[config.mk]
export PLATFORM = sky130hd
export DESIGN_NAME = wbfwd_top
export DESIGN_NICKNAME = d
export VERILOG_FILES = /design/src/rtl/wbfwd_pkg.sv /design/src/rtl/wbfwd_history.sv /design/src/rtl/wbfwd_prio.sv /design/src/rtl/wbfwd_port.sv /design/src/rtl/wbfwd_top.sv
export SDC_FILE = /design/constraint.sdc
export NUM_CORES = 1
export LEC_CHECK = 0
export ABC_AREA = 1
export CAP_MARGIN = 20
export CORE_ASPECT_RATIO = 0.8
export CORE_MARGIN = 4
export CORE_UTILIZATION = 45
export CTS_BUF_LIST = sky130_fd_sc_hd__clkbuf_4 sky130_fd_sc_hd__clkbuf_8
export CTS_CLUSTER_SIZE = 20
export DETAILED_ROUTE_END_ITERATION = 7
export GPL_TIMING_DRIVEN = 0
export PLACE_DENSITY = 0.82
export REMOVE_ABC_BUFFERS = 1
export SLEW_MARGIN = 20
export SYNTH_ARGS = -nofsm -noshare
export SYNTH_HDL_FRONTEND = slang
export SYNTH_SLANG_ARGS = --single-unit
[constraint.sdc]
create_clock -name clk -period 6.35 [get_ports clk]
set_input_delay 1.905 -clock clk [delete_from_list [all_inputs] [get_ports clk]]
set_output_delay 1.905 -clock clk [all_outputs]
set_load 0.03 [all_outputs]
[src/rtl/wbfwd_pkg.sv]
`timescale 1ns/1ps
package wbfwd_pkg;

  // Operand source chosen for one read port, in descending priority after zero.
  typedef enum logic [2:0] {
    SRC_ZERO = 3'd0,
    SRC_EXEC = 3'd1,
    SRC_NEW  = 3'd2,
    SRC_OLD  = 3'd3,
    SRC_RF   = 3'd4
  } opnd_src_e;

  // Number of saved write records kept by the history.
  localparam int unsigned HIST_DEPTH = 2;

endpackage

[src/rtl/wbfwd_history.sv]
`timescale 1ns/1ps
module wbfwd_history #(
  parameter int unsigned IDX_W  = 5,
  parameter int unsigned DATA_W = 32
) (
  input  logic              clk,
  input  logic              rst_n,
  input  logic              stall_i,
  input  logic              wr_en_i,
  input  logic [IDX_W-1:0]  wr_idx_i,
  input  logic [DATA_W-1:0] wr_data_i,
  output logic              new_vld_o,
  output logic [IDX_W-1:0]  new_idx_o,
  output logic [DATA_W-1:0] new_data_o,
  output logic              old_vld_o,
  output logic [IDX_W-1:0]  old_idx_o,
  output logic [DATA_W-1:0] old_data_o
);

  localparam logic [IDX_W-1:0] ZERO_IDX = '0;

  logic              new_vld_q, new_vld_d;
  logic [IDX_W-1:0]  new_idx_q, new_idx_d;
  logic [DATA_W-1:0] new_data_q, new_data_d;
  logic              old_vld_q, old_vld_d;
  logic [IDX_W-1:0]  old_idx_q, old_idx_d;
  logic [DATA_W-1:0] old_data_q, old_data_d;
  logic              shift_en;

  // Writes to register 0 are discarded; the stall has no say in recording.
  assign shift_en = wr_en_i && (wr_idx_i != ZERO_IDX);

  always_comb begin
    new_vld_d  = new_vld_q;
    new_idx_d  = new_idx_q;
    new_data_d = new_data_q;
    old_vld_d  = old_vld_q;
    old_idx_d  = old_idx_q;
    old_data_d = old_data_q;
    if (shift_en) begin
      new_vld_d  = 1'b1;
      new_idx_d  = wr_idx_i;
      new_data_d = wr_data_i;
      old_vld_d  = new_vld_q;
      old_idx_d  = new_idx_q;
      old_data_d = new_data_q;
    end
  end

  // Valid bits carry the reset; payload registers are enable-only.
  always_ff @(posedge clk or negedge rst_n) begin
    if (!rst_n) begin
      new_vld_q <= 1'b0;
      old_vld_q <= 1'b0;
    end else begin
      new_vld_q <= new_vld_d;
      old_vld_q <= old_vld_d;
    end
  end

  always_ff @(posedge clk) begin
    if (shift_en) begin
      new_idx_q  <= new_idx_d;
      new_data_q <= new_data_d;
      old_idx_q  <= old_idx_d;
      old_data_q <= old_data_d;
    end
  end

  assign new_vld_o  = new_vld_q;
  assign new_idx_o  = new_idx_q;
  assign new_data_o = new_data_q;
  assign old_vld_o  = old_vld_q;
  assign old_idx_o  = old_idx_q;
  assign old_data_o = old_data_q;


  rec_new_load_chk: assert property (@(posedge clk) disable iff (!rst_n)
    (wr_en_i && wr_idx_i != ZERO_IDX) |=>
      (new_vld_o && new_idx_o == $past(wr_idx_i) && new_data_o == $past(wr_data_i)));


  rec_old_shift_chk: assert property (@(posedge clk) disable iff (!rst_n)
    (wr_en_i && wr_idx_i != ZERO_IDX) |=>
      (old_vld_o == $past(new_vld_o) &&
       (!$past(new_vld_o) || (old_idx_o == $past(new_idx_o) && old_data_o == $past(new_data_o)))));


  zero_wr_hold_chk: assert property (@(posedge clk) disable iff (!rst_n)
    (!wr_en_i || wr_idx_i == ZERO_IDX) |=>
      ($stable(new_vld_o) && $stable(old_vld_o) &&
       (!new_vld_o || ($stable(new_idx_o) && $stable(new_data_o)))));


  stall_commit_chk: assert property (@(posedge clk) disable iff (!rst_n)
    (stall_i && wr_en_i && wr_idx_i != ZERO_IDX) |=> (new_idx_o == $past(wr_idx_i)));


  rec_order_chk: assert property (@(posedge clk) disable iff (!rst_n)
    old_vld_o |-> new_vld_o);

endmodule

[src/rtl/wbfwd_prio.sv]
`timescale 1ns/1ps
module wbfwd_prio
  import wbfwd_pkg::*;
#(
  parameter int unsigned IDX_W = 5
) (
  input  logic             ex_vld_i,
  input  logic [IDX_W-1:0] ex_idx_i,
  input  logic             new_vld_i,
  input  logic [IDX_W-1:0] new_idx_i,
  input  logic             old_vld_i,
  input  logic [IDX_W-1:0] old_idx_i,
  input  logic [IDX_W-1:0] rd_idx_i,
  output opnd_src_e        src_o
);

  localparam logic [IDX_W-1:0] ZERO_IDX = '0;

  logic hit_ex, hit_new, hit_old, rd_zero;

  assign rd_zero = (rd_idx_i == ZERO_IDX);
  assign hit_ex  = ex_vld_i  && (ex_idx_i  == rd_idx_i);
  assign hit_new = new_vld_i && (new_idx_i == rd_idx_i);
  assign hit_old = old_vld_i && (old_idx_i == rd_idx_i);

  always_comb begin
    if (rd_zero)      src_o = SRC_ZERO;
    else if (hit_ex)  src_o = SRC_EXEC;
    else if (hit_new) src_o = SRC_NEW;
    else if (hit_old) src_o = SRC_OLD;
    else              src_o = SRC_RF;
  end

endmodule

[src/rtl/wbfwd_port.sv]
`timescale 1ns/1ps
module wbfwd_port
  import wbfwd_pkg::*;
#(
  parameter int unsigned IDX_W  = 5,
  parameter int unsigned DATA_W = 32
) (
  input  logic              clk,
  input  logic              rst_n,
  input  logic              ex_vld_i,
  input  logic [IDX_W-1:0]  ex_idx_i,
  input  logic [DATA_W-1:0] ex_data_i,
  input  logic              new_vld_i,
  input  logic [IDX_W-1:0]  new_idx_i,
  input  logic [DATA_W-1:0] new_data_i,
  input  logic              old_vld_i,
  input  logic [IDX_W-1:0]  old_idx_i,
  input  logic [DATA_W-1:0] old_data_i,
  input  logic [IDX_W-1:0]  rd_idx_i,
  input  logic [DATA_W-1:0] rf_data_i,
  output logic [DATA_W-1:0] opnd_o
);

  opnd_src_e src;

  wbfwd_prio #(.IDX_W(IDX_W)) u_prio (
    .ex_vld_i  (ex_vld_i),
    .ex_idx_i  (ex_idx_i),
    .new_vld_i (new_vld_i),
    .new_idx_i (new_idx_i),
    .old_vld_i (old_vld_i),
    .old_idx_i (old_idx_i),
    .rd_idx_i  (rd_idx_i),
    .src_o     (src)
  );

  always_comb begin
    unique case (src)
      SRC_ZERO: opnd_o = '0;
      SRC_EXEC: opnd_o = ex_data_i;
      SRC_NEW:  opnd_o = new_data_i;
      SRC_OLD:  opnd_o = old_data_i;
      default:  opnd_o = rf_data_i;
    endcase
  end


  zero_read_chk: assert property (@(posedge clk) disable iff (!rst_n)
    (rd_idx_i == '0) |-> (opnd_o == '0));


  exec_win_chk: assert property (@(posedge clk) disable iff (!rst_n)
    (ex_vld_i && ex_idx_i == rd_idx_i && rd_idx_i != '0) |-> (opnd_o == ex_data_i));


  rf_pass_chk: assert property (@(posedge clk) disable iff (!rst_n)
    (rd_idx_i != '0 && !(ex_vld_i && ex_idx_i == rd_idx_i) &&
     !(new_vld_i && new_idx_i == rd_idx_i) && !(old_vld_i && old_idx_i == rd_idx_i))
      |-> (opnd_o == rf_data_i));

endmodule

[src/rtl/wbfwd_top.sv]
`timescale 1ns/1ps
module wbfwd_top #(
  parameter int unsigned IDX_W  = 5,
  parameter int unsigned DATA_W = 32,
  parameter int unsigned NUM_RD = 2
) (
  input  logic                     clk,
  input  logic                     rst_n,
  input  logic                     stall_i,
  input  logic                     commit_vld_i,
  input  logic [IDX_W-1:0]         commit_idx_i,
  input  logic [DATA_W-1:0]        commit_data_i,
  input  logic [NUM_RD*IDX_W-1:0]  rd_idx_i,
  input  logic [NUM_RD*DATA_W-1:0] rf_data_i,
  output logic [NUM_RD*DATA_W-1:0] opnd_o
);

  logic              new_vld, old_vld;
  logic [IDX_W-1:0]  new_idx, old_idx;
  logic [DATA_W-1:0] new_data, old_data;

  wbfwd_history #(.IDX_W(IDX_W), .DATA_W(DATA_W)) u_hist (
    .clk        (clk),
    .rst_n      (rst_n),
    .stall_i    (stall_i),
    .wr_en_i    (commit_vld_i),
    .wr_idx_i   (commit_idx_i),
    .wr_data_i  (commit_data_i),
    .new_vld_o  (new_vld),
    .new_idx_o  (new_idx),
    .new_data_o (new_data),
    .old_vld_o  (old_vld),
    .old_idx_o  (old_idx),
    .old_data_o (old_data)
  );

  // one independent selector per read port.
  for (genvar p = 0; p < NUM_RD; p++) begin : g_port
    wbfwd_port #(.IDX_W(IDX_W), .DATA_W(DATA_W)) u_port (
      .clk        (clk),
      .rst_n      (rst_n),
      .ex_vld_i   (commit_vld_i),
      .ex_idx_i   (commit_idx_i),
      .ex_data_i  (commit_data_i),
      .new_vld_i  (new_vld),
      .new_idx_i  (new_idx),
      .new_data_i (new_data),
      .old_vld_i  (old_vld),
      .old_idx_i  (old_idx),
      .old_data_i (old_data),
      .rd_idx_i   (rd_idx_i[p*IDX_W +: IDX_W]),
      .rf_data_i  (rf_data_i[p*DATA_W +: DATA_W]),
      .opnd_o     (opnd_o[p*DATA_W +: DATA_W])
    );
  end

endmodule

==> qor.yml <==
htreeDepth: 3
io_pins: 179
finalInstanceArea_um2: 7340
design.die.area_um2: 12200
synth_xor_area_share_pct: 0
place_inst: 884
power.switching_uw: 488
ir_drop_mv: 0.164
port_buffers: 177
synthAdderAreaFrac_pct: 0
path_clk_slew_ns: 0.08
final_cells: 920
cts_tree: "done"
fin_skew_ns: 0.00362
hold_viol: 0
layout_min_cycle_time_ns: 6.00
postCtsHoldBufs: 0
routabilityCongestion: 0.865
yosysUniqueCellTypes: 20
vias: 5416
slew_headroom_pct: 67.5
dp.final_hpwl_um: 11400
status: "finished, final reports clean"
start_util_pct: 46.0
grt_pass1_vias: 5355
clock-root-buffer: "clkbuf_8"
layout-drive-gt1-share_pct: 8.85
yosysWarnings: 0
num_antenna_cells: 0
synth-simple-area-share_pct: 44.2
die_width_um: 122
p_seq_share_pct: 41.3
synth-compound-area-share_pct: 0.850
final_nets: 890
reg2reg_depth: 0
crit_path_max_fanout: 33
wl_met1_um: 7000
power.internal_uw: 1020
worstSetupPathType: "in -> out"
met2_length_um: 8620
grt_max_degree: 65
wl_per_cell_um: 19.6
timing.final.crit_share_pct: 94.5
maxCapViolCount: 0
fp.coreArea_um2: 10200
antenna_found_initial: 0
crit_path_start_kind: "input port"
fmax_mhz: 167
p_sw_share_pct: 32.3
place_area_um2: 6660
layout.cells.most_common_list: "nand2_1, clkdlybuf4s50_1, nand3_1"
p_leak_uw: 0.00340
seq_area_frac_synth_pct: 48.2
met3_length_um: 1960
power_frac_clock_pct: 26.7
die_y_um: 99.5
viasPerCell: 5.89
ys_ff_latch: 76
cts_buffers: 9
synth_area_per_cell_um2: 7.85
area_delta_synth_final_pct: 55.7
rsz0062_at_grt: "false"
hold_depth: 0
tightest_slew_ns: 0.484
synthCells: 600
layout_commonest_cell: "nand2_1"
synthMuxAreaShare_pct: 0
end_kind: "output pin"
setup_viol: 0
synth_top_family_by_area: "simple AND/OR/NAND/NOR gates"
crit_required_ns: 4.45
synth_area_um2: 4710
regArea_um2: 2270
cts.sinks: 76
clk_latency_ns: 0.35
cellPowerDensity_nw_per_um2: 206
clockBufferDepth: 2
drt.antenna.violating_nets: 0
slew_viol_final: 0
multiInputGateArea_um2: 2230
drtIter0Drc: 580
critPathArrivalTime_ns: 4.10
nFillCells: 796
power.total_uw: 1510
wl_um: 18000
power_frac_comb_pct: 32.0
first_pass_iters: 6
grt_overflow: 0
grt_usage_pct: 28.0
grt_pass1_wl_um: 26900
fp-row-count: 33
highest-signal-layer: "met4"
hp-class: "reg -> reg"
drc_errors: 0
final timing paths:
kind | from | endpoint | slack, ns
worst max-delay path | rd_idx_i[2] | opnd_o[19] | 0.35
worst max register to register | u_hist.new_idx_o[2] | u_hist.old_idx_o[2] | 5.61
max in group asynchronous | rst_n | u_hist.new_vld_o | 4.49
min in group asynchronous | rst_n | u_hist.old_vld_o | 1.72
worst min-delay path | u_hist.new_data_o[25] | u_hist.old_data_o[25] | 0.49
worst min register to register | u_hist.new_data_o[25] | u_hist.old_data_o[25] | 0.49
worst max-delay path, stage by stage:
cell,delay [ns]
clkdlybuf4s50_1,0.53
nor2_2,0.45
nand2_8,0.24
nand2_2,0.21
inv_4,0.17
nand3_1,0.14
nand4_1,0.12
dlymetal6s2s_1,0.27
routing by layer:
| metal | up-vias | GRT usage (%) |
|---|---|---|
| li1 | 2481 | - |
| met1 | 2518 | 35.6 |
| met2 | 376 | 46.5 |
| met3 | 41 | 6.14 |
| met4 | 0 | 11.3 |
| met5 | - | 0 |
cell families (layout without fill, tap and decap cells):
kind of cell	count (synthesis)	in the layout
AO/OA/AOI/OAI	5	6
buffers and inverters	70	248
AND/OR/NAND/NOR	449	450
flip-flops	76	76
registers in the layout, summed over array words and instances, names as in the netlist:
register / cells
u_hist.old_data_o: 32
u_hist.new_data_o: 32
u_hist.old_vld_o: 1
u_hist.old_idx_o: 5
u_hist.new_idx_o: 5
u_hist.new_vld_o: 1
final cells by class:
| cell class | count | share of cell area (%) |
|---|---|---|
| inverters | 31 | 2.54 |
| repair buffers | 200 | 30.7 |
| repair inverters | 1 | 0.119 |
| clock inverters | 7 | 1.24 |
| flip-flops and latches | 76 | 31.0 |
| multi-input cells | 456 | 30.4 |
| well taps | 140 | 2.39 |
| clock buffers | 9 | 1.69 |
power groups by stage:
stage	Clock, µW	Sequential [µW]	Combinational, µW
after CTS	412	624	485
after detailed placement	0	635	468
after floorplan	0	627	226
after global placement	0	633	447
after global routing	433	629	510
final	404	625	483
through the flow:
step                setup slack (ns)  setup TNS (ns)  util [%]  hold WS (ns)
floorplan                      0.621               0         -         0.452
global placement               -1.77         -104.47      63.0         0.456
detailed placement             -1.17          -49.86      65.0         0.469
CTS                           0.0122               0      69.5         0.488
global route                   0.232               0      71.7         0.499
finish                         0.347               0      71.7         0.488
synth_stat cells (all sizes together):
cell type / instances / area, µm²
nand2: 217 / 817
nand3: 103 / 521
nand4: 96 / 601
edfxtp: 74 / 2220
inv: 31 / 116
buf: 30 / 169
nor2: 30 / 123
clkbuf: 9 / 33.8
nor3: 3 / 20.0
o21ai: 3 / 15.0
a21oi: 2 / 25.0
dfrtp: 2 / 50.1
timing repair:
item	CTS	global route
resized for setup	18	73
endpoints found under the setup margin	64	64
pin swaps	6	0
buffers inserted	17	0
cloned	2	1
Power figures use the tool's default switching activity.
